===== src/rtl/cea_pkg.sv =====
package cea_pkg;
  typedef enum logic {
    ARB_RR       = 1'b0,
    ARB_WEIGHTED = 1'b1
  } arb_mode_e;
endpackage


===== src/rtl/cea_elig.sv =====
module cea_elig #(
  parameter int NUM_CH = 4,
  parameter int NUM_EU = 4,
  localparam int CH_W = (NUM_CH > 1) ? $clog2(NUM_CH) : 1,
  localparam int EU_W = (NUM_EU > 1) ? $clog2(NUM_EU) : 1
) (
  input  logic [NUM_CH-1:0]      req_i,
  input  logic [NUM_CH*EU_W-1:0] eu_sel_i,
  input  logic [NUM_EU-1:0]      rsv_valid_i,
  input  logic [NUM_EU*CH_W-1:0] rsv_owner_i,
  output logic [NUM_CH-1:0]      elig_o
);
  for (genvar c = 0; c < NUM_CH; c++) begin : g_ch
    logic [EU_W-1:0] unit;
    logic            held_other;
    assign unit       = eu_sel_i[c*EU_W +: EU_W];
    assign held_other = rsv_valid_i[unit] &&
                        (rsv_owner_i[unit*CH_W +: CH_W] != CH_W'(c));
    assign elig_o[c]  = req_i[c] && !held_other;
  end
endmodule


===== src/rtl/cea_pick.sv =====
module cea_pick #(
  parameter int NUM_CH = 4,
  localparam int CH_W = (NUM_CH > 1) ? $clog2(NUM_CH) : 1
) (
  input  logic [NUM_CH-1:0] elig_i,
  input  logic [CH_W-1:0]   ptr_i,
  output logic              found_o,
  output logic [CH_W-1:0]   win_o
);
  // scan from the highest offset down so the lowest offset wins
  always_comb begin
    found_o = 1'b0;
    win_o   = '0;
    for (int k = NUM_CH - 1; k >= 0; k--) begin
      int idx;
      idx = int'(ptr_i) + k;
      if (idx >= NUM_CH) idx = idx - NUM_CH;
      if (elig_i[idx]) begin
        found_o = 1'b1;
        win_o   = CH_W'(idx);
      end
    end
  end
endmodule


===== src/rtl/cea_wctl.sv =====
module cea_wctl
  import cea_pkg::*;
#(
  parameter int NUM_CH = 4,
  parameter int WT_W   = 4,
  localparam int CH_W = (NUM_CH > 1) ? $clog2(NUM_CH) : 1
) (
  input  logic                   clk_i,
  input  logic                   rst_ni,
  input  logic                   mode_i,
  input  logic [NUM_CH*WT_W-1:0] weight_i,
  input  logic                   fire_i,
  input  logic [CH_W-1:0]        win_i,
  output logic [CH_W-1:0]        ptr_o,
  output logic [WT_W-1:0]        cnt_o
);
  localparam logic [WT_W:0] ONE = (WT_W+1)'(1);

  logic [CH_W-1:0] ptr_q, ptr_d, win_nxt;
  logic [WT_W-1:0] cnt_q, cnt_d;
  logic [WT_W:0]   used, lim, used_inc;

  assign win_nxt  = (win_i == CH_W'(NUM_CH - 1)) ? '0 : win_i + 1'b1;
  assign used_inc = used + ONE;

  always_comb begin
    used  = '0;
    lim   = ONE;
    ptr_d = ptr_q;
    cnt_d = cnt_q;
    if (fire_i) begin
      used = (win_i == ptr_q) ? {1'b0, cnt_q} : '0;
      lim  = {1'b0, weight_i[win_i*WT_W +: WT_W]};
      if (lim == '0) lim = ONE;
      if (arb_mode_e'(mode_i) == ARB_RR || used_inc >= lim) begin
        ptr_d = win_nxt;
        cnt_d = '0;
      end else begin
        ptr_d = win_i;
        cnt_d = used_inc[WT_W-1:0];
      end
    end
  end

  always_ff @(posedge clk_i or negedge rst_ni) begin
    if (!rst_ni) begin
      ptr_q <= '0;
      cnt_q <= '0;
    end else begin
      ptr_q <= ptr_d;
      cnt_q <= cnt_d;
    end
  end

  assign ptr_o = ptr_q;
  assign cnt_o = cnt_q;
endmodule


===== src/rtl/cea_rsv.sv =====
module cea_rsv #(
  parameter int NUM_CH = 4,
  parameter int NUM_EU = 4,
  localparam int CH_W = (NUM_CH > 1) ? $clog2(NUM_CH) : 1,
  localparam int EU_W = (NUM_EU > 1) ? $clog2(NUM_EU) : 1
) (
  input  logic                   clk_i,
  input  logic                   rst_ni,
  input  logic [NUM_CH-1:0]      release_i,
  input  logic                   fire_i,
  input  logic [CH_W-1:0]        win_i,
  input  logic [EU_W-1:0]        unit_i,
  output logic [NUM_EU-1:0]      valid_o,
  output logic [NUM_EU*CH_W-1:0] owner_o
);
  logic [NUM_EU-1:0] v_q, v_d;
  logic [CH_W-1:0]   own_q [NUM_EU];
  logic [CH_W-1:0]   own_d [NUM_EU];

  // release first, then the new grant
  always_comb begin
    v_d   = v_q;
    own_d = own_q;
    for (int u = 0; u < NUM_EU; u++) begin
      if (v_q[u] && release_i[own_q[u]]) begin
        v_d[u]   = 1'b0;
        own_d[u] = '0;
      end
    end
    if (fire_i) begin
      v_d[unit_i]   = 1'b1;
      own_d[unit_i] = win_i;
    end
  end

  always_ff @(posedge clk_i or negedge rst_ni) begin
    if (!rst_ni) begin
      v_q <= '0;
      for (int u = 0; u < NUM_EU; u++) own_q[u] <= '0;
    end else begin
      v_q   <= v_d;
      own_q <= own_d;
    end
  end

  assign valid_o = v_q;
  for (genvar u = 0; u < NUM_EU; u++) begin : g_own
    assign owner_o[u*CH_W +: CH_W] = own_q[u];
  end
endmodule


===== src/rtl/chan_eu_arbiter.sv =====
module chan_eu_arbiter #(
  parameter int NUM_CH = 4,
  parameter int NUM_EU = 4,
  parameter int WT_W   = 4,
  localparam int CH_W = (NUM_CH > 1) ? $clog2(NUM_CH) : 1,
  localparam int EU_W = (NUM_EU > 1) ? $clog2(NUM_EU) : 1
) (
  input  logic                   clk_i,
  input  logic                   rst_ni,
  input  logic                   mode_i,
  input  logic [NUM_CH*WT_W-1:0] weight_i,
  input  logic [NUM_CH-1:0]      req_i,
  input  logic [NUM_CH*EU_W-1:0] eu_sel_i,
  input  logic [NUM_CH-1:0]      release_i,
  output logic [NUM_CH-1:0]      grant_o,
  output logic [NUM_EU-1:0]      rsv_valid_o,
  output logic [NUM_EU*CH_W-1:0] rsv_owner_o
);
  logic [NUM_CH-1:0] elig, grant_q, grant_d;
  logic              fire;
  logic [CH_W-1:0]   win_w, ptr_w;
  logic [WT_W-1:0]   cnt_w;
  logic [EU_W-1:0]   win_unit;

  cea_elig #(.NUM_CH(NUM_CH), .NUM_EU(NUM_EU)) u_elig (
    .req_i       (req_i),
    .eu_sel_i    (eu_sel_i),
    .rsv_valid_i (rsv_valid_o),
    .rsv_owner_i (rsv_owner_o),
    .elig_o      (elig)
  );

  cea_pick #(.NUM_CH(NUM_CH)) u_pick (
    .elig_i  (elig),
    .ptr_i   (ptr_w),
    .found_o (fire),
    .win_o   (win_w)
  );

  cea_wctl #(.NUM_CH(NUM_CH), .WT_W(WT_W)) u_wctl (
    .clk_i    (clk_i),
    .rst_ni   (rst_ni),
    .mode_i   (mode_i),
    .weight_i (weight_i),
    .fire_i   (fire),
    .win_i    (win_w),
    .ptr_o    (ptr_w),
    .cnt_o    (cnt_w)
  );

  assign win_unit = eu_sel_i[win_w*EU_W +: EU_W];

  cea_rsv #(.NUM_CH(NUM_CH), .NUM_EU(NUM_EU)) u_rsv (
    .clk_i     (clk_i),
    .rst_ni    (rst_ni),
    .release_i (release_i),
    .fire_i    (fire),
    .win_i     (win_w),
    .unit_i    (win_unit),
    .valid_o   (rsv_valid_o),
    .owner_o   (rsv_owner_o)
  );

  always_comb begin
    grant_d = '0;
    if (fire) grant_d[win_w] = 1'b1;
  end

  always_ff @(posedge clk_i or negedge rst_ni) begin
    if (!rst_ni) grant_q <= '0;
    else         grant_q <= grant_d;
  end

  assign grant_o = grant_q;
endmodule


===== config.mk =====
export PLATFORM = sky130hd
export DESIGN_NAME = chan_eu_arbiter
export DESIGN_NICKNAME = d
export VERILOG_FILES = /design/src/rtl/cea_pkg.sv /design/src/rtl/cea_elig.sv /design/src/rtl/cea_pick.sv /design/src/rtl/cea_wctl.sv /design/src/rtl/cea_rsv.sv /design/src/rtl/chan_eu_arbiter.sv
export SDC_FILE = /design/constraint.sdc
export NUM_CORES = 1
export LEC_CHECK = 0
export BUFFER_PORTS_ARGS = -buffer_cell sky130_fd_sc_hd__buf_2
export CAP_MARGIN = 20
export CORE_AREA = 2 2 57 81
export DETAILED_ROUTE_END_ITERATION = 7
export DIE_AREA = 0 0 59 83
export HOLD_SLACK_MARGIN = 0.12
export PLACE_DENSITY = 0.74
export REMOVE_ABC_BUFFERS = 1
export SYNTH_ARGS = -nofsm -noshare
export SYNTH_HDL_FRONTEND = slang
export SYNTH_SLANG_ARGS = --single-unit

===== constraint.sdc =====
create_clock -name clk_i -period 4.28 [get_ports clk_i]
set_clock_uncertainty 0.2 [all_clocks]
set_input_delay 1.284 -clock clk_i [delete_from_list [all_inputs] [get_ports clk_i]]
set_output_delay 1.284 -clock clk_i [all_outputs]
set_load 0.03 [all_outputs]

==> Yosys cells after proc, flatten, opt, wreduce, memory -nomap -nowiden <==
Cells that the tools add are included.
{ "classes": {"add_sub_neg": 9, "magnitude_cmp": 23, "eq_ne": 5, "n_shift": 6, "muxes": 65, "n_bitwise": 3, "n_reduce_logical": 22} }
{ "op_table": {"columns": ["op", "n"], "rows": [
  ["less-than comparator 32 x 4 -> 1 bit (second input constant)", 4],
  ["two-way mux 32 bit", 4],
  ["greater-or-equal comparator 32 x 4 -> 1 bit (second input constant)", 3],
  ["subtractor 32 x 4 -> 32 bit (second input constant)", 3],
  ["indexed part select 8 x 4 -> 2 bit", 5],
  ["less-than comparator 2 x 3 -> 1 bit (second input constant)", 10],
  ["two-way mux 1 bit", 26],
  ["binary-select mux 1 bit (select 2 bit)", 12],
  ["two-way mux 2 bit", 11],
  ["two-way mux 4 bit", 5],
  ["indexed part select 16 x 5 -> 4 bit", 1],
  ["logical AND 1 bit", 15],
  ["two-way mux 5 bit", 2],
  ["bitwise mux 8 bit", 1],
  ["two-way mux 8 bit", 1],
  ["adder 2 x 2 -> 3 bit (second input constant)", 2],
  ["adder 5 x 1 -> 5 bit (second input constant)", 1],
  ["greater-or-equal comparator 5 bit", 1],
  ["demux 1 bit (select 2 bit)", 2],
  ["demux 2 bit (select 2 bit)", 1],
  ["greater-or-equal comparator 2 x 1 -> 1 bit (second input constant)", 2],
  ["zero test 1 bit", 4],
  ["zero test 4 bit", 1],
  ["!= test 2 bit (second input constant)", 2],
  ["14 further kinds", 14]
]} }
{ "totals": {"regBits": 22, "input_bits": 35, "output_inout_bits": 16, "elab_cells": 141} }

==> Depth between registers and ports, before layout <==
Gate-level depths: netlist (run 1).
{ "depth": {"ltp_word": 20, "ltp_mapped": 17} }

==> By module <==
From an unflattened synthesis (run 1), not the netlist that was laid out.
{ "unflattened": {"hier_cells": 181, "hier_area_um2": 1770.4} }
{ "modules_own_cells": {"columns": ["mod", "instances", "cells_each", "area_per_inst_um2"], "rows": [
  ["cea_rsv", 1, 58, 651.9],
  ["cea_wctl", 1, 58, 600.6],
  ["cea_elig", 1, 42, 252.7],
  ["chan_eu_arbiter", 1, 10, 187.7],
  ["cea_pick", 1, 13, 77.6]
]} }

==> Worst setup path before layout (run 1) <==
No wires, ideal clock.
{ "synth_timing": {"path_kind": "in2reg", "startpoint": "in eu_sel_i[4]", "endpoint": "reg u_wctl.cnt_q[0] (netlist: u_wctl.cnt_o[0])", "setup_time_ns": 0.064, "t_arrival_ns": 4.594, "slack_ns": -0.579, "stages": 17, "path_cell_list": "nand2b_1 o221ai_1 nand2_1 a32oi_2 nand2_1 buf_2 mux2i_1 mux2_2 a31o_2 ha_1 nand2b_1 a21oi_1 nor2b_1 o21ai_0 o2111ai_4 a311oi_1 a21o_1"} }
{ "synth_between": {"elab_chain_len": 19, "word_cells_on_any_way": 38, "cone_classes": "1 x add/sub; 1 x order compare; 2 x eq/ne; 2 x shift; 27 x mux; 5 x reduce/logical"} }
{ "synth_rtl": {"columns": ["item", "line_no", "source"], "rows": [
  ["start, declared", "chan_eu_arbiter.sv:13", "input logic [NUM_CH*EU_W-1:0] eu_sel_i,"],
  ["indexed part select 8 x 4 -> 2 bit or binary-select mux 1 bit (select 2 bit) (tied branches)", "cea_elig.sv:18, cea_elig.sv:17", null],
  ["!= test 2 bit or two-way mux 1 bit (tied branches)", "cea_elig.sv:18, cea_elig.sv:17", null],
  ["logical AND 1 bit *", "cea_elig.sv:17", "assign held_other = rsv_valid_i[unit] &&"],
  ["zero test 1 bit *", "cea_elig.sv:19", "assign elig_o[c] = req_i[c] && !held_other;"],
  ["logical AND 1 bit *", "cea_elig.sv:19", null],
  ["binary-select mux 1 bit (select 2 bit)", "cea_pick.sv:18", "if (elig_i[idx]) begin"],
  ["two-way mux 1 bit (not written as such) (2 in series)", "cea_pick.sv:18", null],
  ["two-way mux 2 bit (4 in series)", "cea_pick.sv:18", null],
  ["indexed part select 16 x 5 -> 4 bit or equality test 2 bit (tied branches)", "cea_wctl.sv:33, cea_wctl.sv:32", null],
  ["zero test 4 bit or two-way mux 4 bit (tied branches)", "cea_wctl.sv:34, cea_wctl.sv:32", null],
  ["two-way mux 4 bit or two-way mux 5 bit (tied branches)", "cea_wctl.sv:34, cea_wctl.sv:31", null],
  ["two-way mux 5 bit or adder 5 x 1 -> 5 bit (tied branches)", "cea_wctl.sv:31, cea_wctl.sv:24", null],
  ["greater-or-equal comparator 5 bit", "cea_wctl.sv:35", "if (arb_mode_e'(mode_i) == ARB_RR || used_inc >= lim) begin"],
  ["logical OR 1 bit", "cea_wctl.sv:35", null],
  ["two-way mux 4 bit", "cea_wctl.sv:35", null],
  ["end signal, assigned", "cea_wctl.sv:51", "cnt_q <= cnt_d;"],
  ["end, declared", "cea_wctl.sv:20", "logic [WT_W-1:0] cnt_q, cnt_d;"]
]} }
Mark *: on every way between the ends. The rest lies on a longest branch, timed or not. The select of a mux whose other input is x is not followed.
A chain may end at the register's enable or synchronous reset.

==> Worst setup path in the final report (run 1) <==
{ "layout_timing": {"startpoint": "in eu_sel_i[2]", "endpoint": "reg u_wctl.cnt_q[0] (netlist: u_wctl.cnt_o[0])"} }
{ "layout_between": {"elab_chain_len": 19, "word_cells_on_any_way": 38, "cone_classes": "1 x add/sub; 1 x order compare; 2 x eq/ne; 2 x shift; 27 x mux; 5 x reduce/logical"} }
{ "layout_rtl": {"columns": ["item", "line_no"], "rows": [
  ["indexed part select 8 x 4 -> 2 bit or binary-select mux 1 bit (select 2 bit) (tied branches)", "cea_elig.sv:18, cea_elig.sv:17"],
  ["!= test 2 x 1 -> 1 bit or two-way mux 1 bit (tied branches)", "cea_elig.sv:18, cea_elig.sv:17"],
  ["logical AND 1 bit *", "cea_elig.sv:17"],
  ["zero test 1 bit *", "cea_elig.sv:19"],
  ["logical AND 1 bit *", "cea_elig.sv:19"],
  ["binary-select mux 1 bit (select 2 bit)", "cea_pick.sv:18"],
  ["two-way mux 1 bit (not written as such) (2 in series)", "cea_pick.sv:18"],
  ["two-way mux 2 bit (4 in series)", "cea_pick.sv:18"],
  ["indexed part select 16 x 5 -> 4 bit or equality test 2 bit (tied branches)", "cea_wctl.sv:33, cea_wctl.sv:32"],
  ["zero test 4 bit or two-way mux 4 bit (tied branches)", "cea_wctl.sv:34, cea_wctl.sv:32"],
  ["two-way mux 4 bit or two-way mux 5 bit (tied branches)", "cea_wctl.sv:34, cea_wctl.sv:31"],
  ["two-way mux 5 bit or adder 5 x 1 -> 5 bit (tied branches)", "cea_wctl.sv:31, cea_wctl.sv:24"],
  ["greater-or-equal comparator 5 bit", "cea_wctl.sv:35"],
  ["logical OR 1 bit", "cea_wctl.sv:35"],
  ["two-way mux 4 bit", "cea_wctl.sv:35"]
]} }
Marks and branches as above.

==> results by stage, run 1 <==
Worst setup path:
- The required time of the critical path is 4.29 ns.
- The critical path is of the in2reg type.
- The worst path arrival time is 4.42 ns.
- The worst setup path is captured at a register.
- The maximum fanout along the worst path is 8.
- The type of origin of the critical path is a primary input.

Synth:
- Each instance of the synthesized netlist takes up on average 9.60 sq um.
- The xor-xnor portion of the synthesized cell area is 0.0129.
- The post-synthesis compound-gate area fraction is 0.221.
- The gate count after technology mapping is 212.
- The sequential cell area fraction in the yosys report is 0.270.
- By area the synthesized netlist is led by dfrtp_1 (27%), mux2i_1 (8.9%), nand2_1 (6.3%).
- Among all flip-flop cells after synthesis, the most frequent one is dfrtp_1.
- The cell with the most instances after synthesis is nand2_1.
- The multiplexer area fraction after synthesis is 0.160.
- For this run, asynchronously set or reset flops after synthesis account for 1.00.
- The distinct cell type count of the synthesized netlist is 48.
- In the synthesized netlist, the cells that appear most often are nand2_1 (34), dfrtp_1 (22), mux2i_1 (18), nor2b_1 (17), nand2b_1 (11).
- Counting flops with a built-in enable in the synthesized netlist gives 0.
- The area fraction in and, or, nand and nor cells after synthesis is 0.240.
- The largest area contributor in the netlist is dfrtp_1.
- By area, the combinational part of the netlist is dominated by simple AND/OR/NAND/NOR gates.
- After synthesis the netlist holds a flip-flop and latch count of 22.
- The synthesized area is 0.00204 sq mm.
- The number of warnings reported in the yosys synthesis log is 0.
- Of the total synthesized cell area, the portion taken by full adders, half adders and majority gates is 0.0553.
- Of the post-synthesis cell area, the dominant cell type holds 0.270.

STA:
- The number of pins with negative max-slew slack in the final report was 0.
- The final hold violation count is 0.
- Setup violations remaining at the end of the flow were counted as 6.
- The fmax is 0.227 GHz.
- The worst pin sits at a relative slew slack of 0.607.
- The worst hold slack after final layout is 0.368 ns.
- Once routing completed, OpenROAD measured the worst setup slack at -0.124 ns.
- The time the worst path needs with I/O delays and setup is 4.40 ns.
- In the finished design, the share of the clock period the worst path needs comes to 1.03.
- Setup repair after global routing could not meet its margin everywhere.
- Adding up every negative setup slack in the final design gives -0.613 ns.
- The pin slew with the least headroom to its limit is 0.585 ns.

Worst hold path:
- The min-delay analysis places its worst path in the category reg2reg.

Die:
- The cell row count is 28.
- For this configuration, the core starts out at a cell density of 0.492.
- The die covers 0.00490 sq mm.
- The core region is 0.00413 sq mm.
- The number of top-level pins is 51.
- The die is 59 microns wide.
- The chip height is 83 microns.

Place:
- The post-detailed-placement half-perimeter wirelength is 4.40 mm.
- The count of buffers inserted at the top-level ports is 50.
- The placed instance area is 0.00254 sq mm.
- Routability-driven placement finished with a final weighted congestion of 0.900.
- The worst setup slack before clock tree synthesis is -0.644 ns.

Clocking:
- Clock-pin slew was measured on the worst setup and hold paths at 0.08 ns.
- The total CTS buffers is 3.
- In this run the clock root is driven by a clkbuf_8.
- The clock latency at the later pin of the worst-skew pair is 0.27 ns.
- Clock tree synthesis found a total of 22 sinks.
- TritonCTS built the clock tree.
- The buffer depth of the longest clock path is 2.
- The maximum level of the CTS H-tree is 1.

Finish:
- At the end of the flow, the number of nets in the layout was 347.
- The filler cells instantiated in the layout total 335.
- The layout overhead on the synthesized area is 39.8%.
- The core utilization of the finished layout is 0.688.
- The repair_antennas step left the layout with diodes totalling 0.
- After routing the design area is 0.00285 sq mm.
- Of the cells placed in the final design, the portion with a size suffix greater than 1 is 0.457.

Global route:
- Entering global routing, the biggest net connects 23 pins.
- The number of global-route vias before repair is 2,139.
- The total routing usage reported by global routing is 0.244.
- The total overflow left after global routing is 0.
- The first-pass GRT wire length is 9.48 mm.
- The number of antenna violations at the first check in global routing is 0.

Detailed routing:
- After detailed routing, the number of remaining DRC violations is 0.
- The total length of routed wires is 5.82 mm.
- The violation count after the first detailed-routing iteration is 107.
- The iteration count of the initial detailed-routing pass is 4.
- The wire length per cell after detailed routing is 16.8 microns.
- The final route contains 1,959 vias.
- The remaining antenna violation count after routing is 0.
- The via-per-instance ratio is 5.65.

Power and ir drop:
- VDD sags by at most 402 uV.
- The leakage power total is 1.34 nW.
- The power per cell area is 712 mW/mm^2.

Status:
- The final reports fail on negative setup slack.
- The flow ran to the end, but the final reports show violations.

Run:
- The number of maximum-capacitance constraint violations is 0.
cell type report:
cell class | instances | area [sq um] | area share
clock buffers | 3 | 41.3 | 0.0145
clock inverters | 1 | 30.0 | 0.0106
inverters | 11 | 41.3 | 0.0145
multi-input cells | 175 | 1550 | 0.546
flip-flops and latches | 22 | 551 | 0.193
well taps | 45 | 56.3 | 0.0198
repair buffers | 90 | 572 | 0.201
routing by layer:
| metal | wire (microns) | GRT usage |
|---|---|---|
| met4 | 117 | 0.0620 |
| met3 | 208 | 0.0202 |
| met2 | 3350 | 0.486 |
| met5 | 0 | 0 |
| met1 | 2150 | 0.257 |
sequential cells by signal (all words and copies together) (netlist names):
name           cells
u_wctl.cnt_o       4
u_rsv.valid_o      4
u_wctl.ptr_o       2
u_rsv.owner_o      8
grant_o            4
placed cells by master, fill, tap and decap left out, types with 5 or more instances in the layout:
master     n
o211ai_1   5
dfrtp_1   22
nand2_1   34
nand2b_1   8
mux2i_1   16
mux4_2     5
nand3_1    6
buf_4     37
o21ai_0    7
o21ai_1    7
buf_2     49
nor2b_1   17
inv_1      9
ha_1       6
final timing paths:
check	from	endpoint	slack [ns]	depth (start not counted)
max	eu_sel_i[2]	u_wctl.cnt_o[0]	-0.12	20
min	u_wctl.cnt_o[3]	u_wctl.cnt_o[3]	0.37	2
max reg2reg	u_rsv.owner_o[7]	u_wctl.cnt_o[0]	0.44	19
min reg2reg	u_wctl.cnt_o[3]	u_wctl.cnt_o[3]	0.37	2
max in group asynchronous	rst_ni	u_rsv.valid_o[3]	2.78	1
min in group asynchronous	rst_ni	u_rsv.owner_o[0]	0.77	1
per-stage QoR:
stage                     power [mW]  instances
after global placement          1.60        335
after detailed placement        1.62        335
after CTS                       1.94        341
after floorplan                 1.22        208
final                           2.03        347
after global routing            2.15        347
repair_timing:
item,CTS,global route
setup buffers,2,6
pin swaps,15,4
endpoints found under the setup margin,6,6
cloned,0,0
hold buffers,0,0
resized for setup,26,8
report_power, final:
part	switching [mW]	internal (mW)	leakage, nW
clock network	0.0700	0.125	0.0357
registers	0.129	0.288	0.285
logic	0.734	0.680	1.02
total	0.933	1.09	1.34
critical path: stages:
cell       delay [ns]
buf_8            0.10
and2_4           0.13
a221oi_4         0.31
o211ai_1         0.17
a32oi_2          0.23
nand2_1          0.10
buf_6            0.15
buf_6            0.14
mux2i_2          0.20
mux2i_2          0.11
a31o_4           0.22
ha_4             0.20
nand2b_4         0.13
a21oi_2          0.10
nor2b_1          0.05
o21ai_1          0.13
buf_4            0.13
o2111ai_4        0.16
a311oi_2         0.24
a21o_1           0.11
cell families after synthesis:
group           after synthesis
xor+xnor                      3
compound gates               50
flops                        22
buf+inv                      15
fa+ha+maj                     9
simple gates                 87
mux                          26
(Power assumes the default switching activity.)
==> inputs of run 2 (changes only) <==
--- a/config.mk
+++ b/config.mk
@@ -12,6 +12,7 @@
 export DIE_AREA = 0 0 59 83
 export HOLD_SLACK_MARGIN = 0.12
 export PLACE_DENSITY = 0.74
+export RECOVER_POWER = 50
 export REMOVE_ABC_BUFFERS = 1
 export SYNTH_ARGS = -nofsm -noshare
 export SYNTH_HDL_FRONTEND = slang
==> run 2 against run 1 <==
- the run still ends with negative setup slack left
- critical endpoint unchanged
- critical path type unchanged
- combinational power is essentially flat
- worst hold slack barely moved
- via count unchanged
- clock power hardly changed
- largest power group unchanged
- final area is 0.26% lower
- utilization down 0.18 points
==> results by stage, run 2 (synthesis results as in run 1) <==
Finish:
- In the layout the commonest cells are buf_2 (43), buf_4 (37), nand2_1 (34), dfrtp_1 (22), nor2b_1 (17).
- The final instance count without filler cells is 347 (unchanged).
- The antenna cell count is 0 (unchanged).
- From synthesis to final layout, the design area changed by 39.4%.
- The number of flip-flops under the largest register name was 8 (unchanged).
- The core utilization of the finished layout is 0.686 (-0.00182).
- The most common library cell in the layout ignoring fill and taps is buf_2.
- The fraction of layout instances using a drive strength above 1 is 0.437 (-0.0199).
- The layout net count is 347 (unchanged).

Clocking:
- The buffer depth of the longest clock path is 2 (unchanged).
- The count of clock tree sinks is 22 (unchanged).
- Clock tree synthesis selected as its root buffer the cell clkbuf_8.
- The CTS clock-pin slew for the worst setup and hold paths is 0.08 ns (about the same).
- The clock latency at the later pin of the worst-skew pair is 0.27 ns (about the same).
- The maximum level of the CTS H-tree is 1 (unchanged).
- The total CTS buffers is 3 (unchanged).
- TritonCTS built the clock tree.

Worst hold path:
- The worst hold path class is reg2reg.
- The worst hold path startpoint is u_wctl.cnt_o[3].
- For hold timing, the worst endpoint is u_wctl.cnt_o[3].
- The number of stages on the worst hold path was 2 (unchanged).

Die:
- The chip height is 83 microns (unchanged).
- The floorplan die width was 59 microns (unchanged).
- The core box area is 0.00413 sq mm (unchanged).
- The starting density of the core is 0.492 (unchanged).
- The overall die area is 0.00490 sq mm (unchanged).
- The cell row count was 28 (unchanged).
- The number of top-level pins is 51 (unchanged).

Worst setup path:
- The worst register-to-register path ends at u_wctl.cnt_o[0].
- The delay of the slowest critical-path stage is 0.31 ns (about the same).
- STA classifies the critical path endpoint as a register.
- The depth of the worst register-to-register path is 19 (unchanged).
- The worst setup path is launched from a primary input.
- The kind of cell with the highest combined delay along the critical path is compound AO/OA/AOI/OAI gates.
- The reg-to-reg critical path startpoint is u_rsv.owner_o[7].
- The required time of the critical path is 4.29 ns (about the same).
- The worst reg-to-reg setup slack is 0.44 ns (about the same).
- The worst setup path is of the in2reg kind.
- The most critical setup path has its startpoint at eu_sel_i[2].
- Walking the worst path, the cells encountered are buf_8 -> and2_4 -> a221oi_4 -> o211ai_1 -> a32oi_2 -> nand2_1 -> buf_6 -> buf_6 -> mux2i_2 -> mux2i_2 -> a31o_4 -> ha_4 -> nand2b_4 -> a21oi_2 -> nor2b_1 -> o21ai_1 -> buf_4 -> o2111ai_4 -> a311oi_2 -> a21o_1.
- The maximum fanout along the worst path is 8 (unchanged).
- The worst path arrival time is 4.42 ns (about the same).
- The worst path buffer plus inverter count came to 4 (unchanged).
- The highest-delay cell along the critical path is a221oi_4.

STA:
- The number of pins with negative max-slew slack in the final report is 0 (unchanged).
- The slack of the critical path was -0.124 ns (-0.000129 ns).
- The pin slew with the least headroom to its limit is 1.16 ns (+0.576 ns).
- The time the worst path needs with I/O delays and setup is 4.40 ns (+0.000129 ns).
- The final number of setup-violating endpoints was 6 (unchanged).
- The headroom to the max-slew limit came to 0.226 (-0.381).
- The final period utilization is 1.03 (about the same).
- The final hold violation count is 0 (unchanged).
- The setup TNS is -0.614 ns (-0.000783 ns).
- The fmax is 0.227 GHz (about the same).
- Setup repair after global routing could not meet its margin everywhere.

Place:
- The count of placed standard cells including taps is 335 (unchanged).
- The count of buffers inserted at the top-level ports came to 50 (unchanged).
- The global placer's final weighted congestion was 0.900 (unchanged).
- The post-detailed-placement half-perimeter wirelength is 4.40 mm (unchanged).

Global route:
- The number of global-route vias before repair was 2,139 (unchanged).
- The largest net degree at the start of global routing is 23 (unchanged).
- The total routing usage reported by global routing is 0.244 (unchanged).
- The total global routing overflow is 0 (unchanged).
- The first-pass GRT wire length is 9.48 mm (unchanged).
- The number of antenna violations at the first check in global routing is 0 (unchanged).

Status:
- The final reports fail on negative setup slack.
- The flow ran to the end, but the final reports show violations.

Power and ir drop:
- The peak supply drop came to 402 uV (about the same).
- The leakage power total is 1.32 nW (-1.5%).
- The total power after layout is 2.02 mW (-0.26%).
- The power per cell area is 712 mW/mm^2 (about the same).

Detailed routing:
- The violation count after the first detailed-routing iteration is 106 (-0.93%).
- The via-per-instance ratio is 5.65 (unchanged).
- The post-detailed-route DRC marker count is 0 (unchanged).
- The remaining antenna violation count after routing is 0 (unchanged).
- The via total after detailed routing is 1,959 (unchanged).
- The iteration count of the initial detailed-routing pass was 4 (unchanged).
- The wire length per cell after detailed routing was 16.8 microns (+0.10%).
- The total length of routed wires is 5.83 mm (+0.10%).

Run:
- The number of maximum-capacitance constraint violations was 0 (unchanged).
run 2: per-layer routing:
metal	vias to the layer above	GRT usage	wire length, microns
met2	57	0.486	3350
met4	0	0.0620	117
li1	955	-	-
met1	935	0.257	2150
met5	-	0	0
met3	12	0.0202	214
run 2: worst reg2reg max path, stage by stage, from the launching register on:
cell and delay, ns:
dfrtp_1 0.47, nand2b_1 0.22, a221oi_4 0.32, o211ai_1 0.17, a32oi_2 0.23, nand2_1 0.10
buf_6 0.15, buf_6 0.14, mux2i_2 0.20, mux2i_2 0.11, a31o_4 0.22, ha_4 0.21
nand2b_4 0.13, a21oi_2 0.10, nor2b_1 0.05, o21ai_1 0.13, buf_4 0.13, o2111ai_4 0.16
a311oi_2 0.24, a21o_1 0.11
run 2: repair_timing:
action | CTS | global route
resized for setup | 26 | 8
hold buffers | 0 | 0
buffers inserted | 2 | 6
pin swaps | 15 | 4
setup endpoints to repair | 6 | 6
run 2: how the worst max path moves through the flow:
stage	slack, ns	cells past startpoint	end
finish	-0.12	20	u_wctl.cnt_o[0]
global route	-0.28	20	u_wctl.cnt_o[0]
CTS	-0.06	19	u_wctl.cnt_o[0]
detailed placement	-0.64	16	u_wctl.cnt_o[0]
global placement	-0.59	16	u_wctl.cnt_o[0]
floorplan	-0.65	16	u_wctl.cnt_o[0]
run 2: stage by stage:
| stage | hold WS [ns] | setup WS, ns | cell area, sq um |
|---|---|---|---|
| after floorplan | 0.264 | -0.650 | 2000 |
| after detailed placement | 0.325 | -0.644 | 2540 |
| after CTS | 0.370 | -0.0555 | 2760 |
| after global placement | 0.318 | -0.590 | 2540 |
| after global routing | 0.413 | -0.281 | 2840 |
| final | 0.368 | -0.124 | 2840 |
run 2: power breakdown:
group          total (mW)  internal [mW]  leakage (nW)  switching (mW)
clock               0.195          0.125        0.0357          0.0699
sequential          0.418          0.288         0.285           0.130
combinational        1.41          0.674          1.00           0.734
run 2: area by class of cell:
type                       count  area, sq um
inverter                      11         41.3
tap                           45         56.3
multi-input combinational    175         1550
clock buffer                   3         41.3
sequential                    22          551
fill                         340         1300
clock inverter                 1         30.0
timing repair buffer          90          564
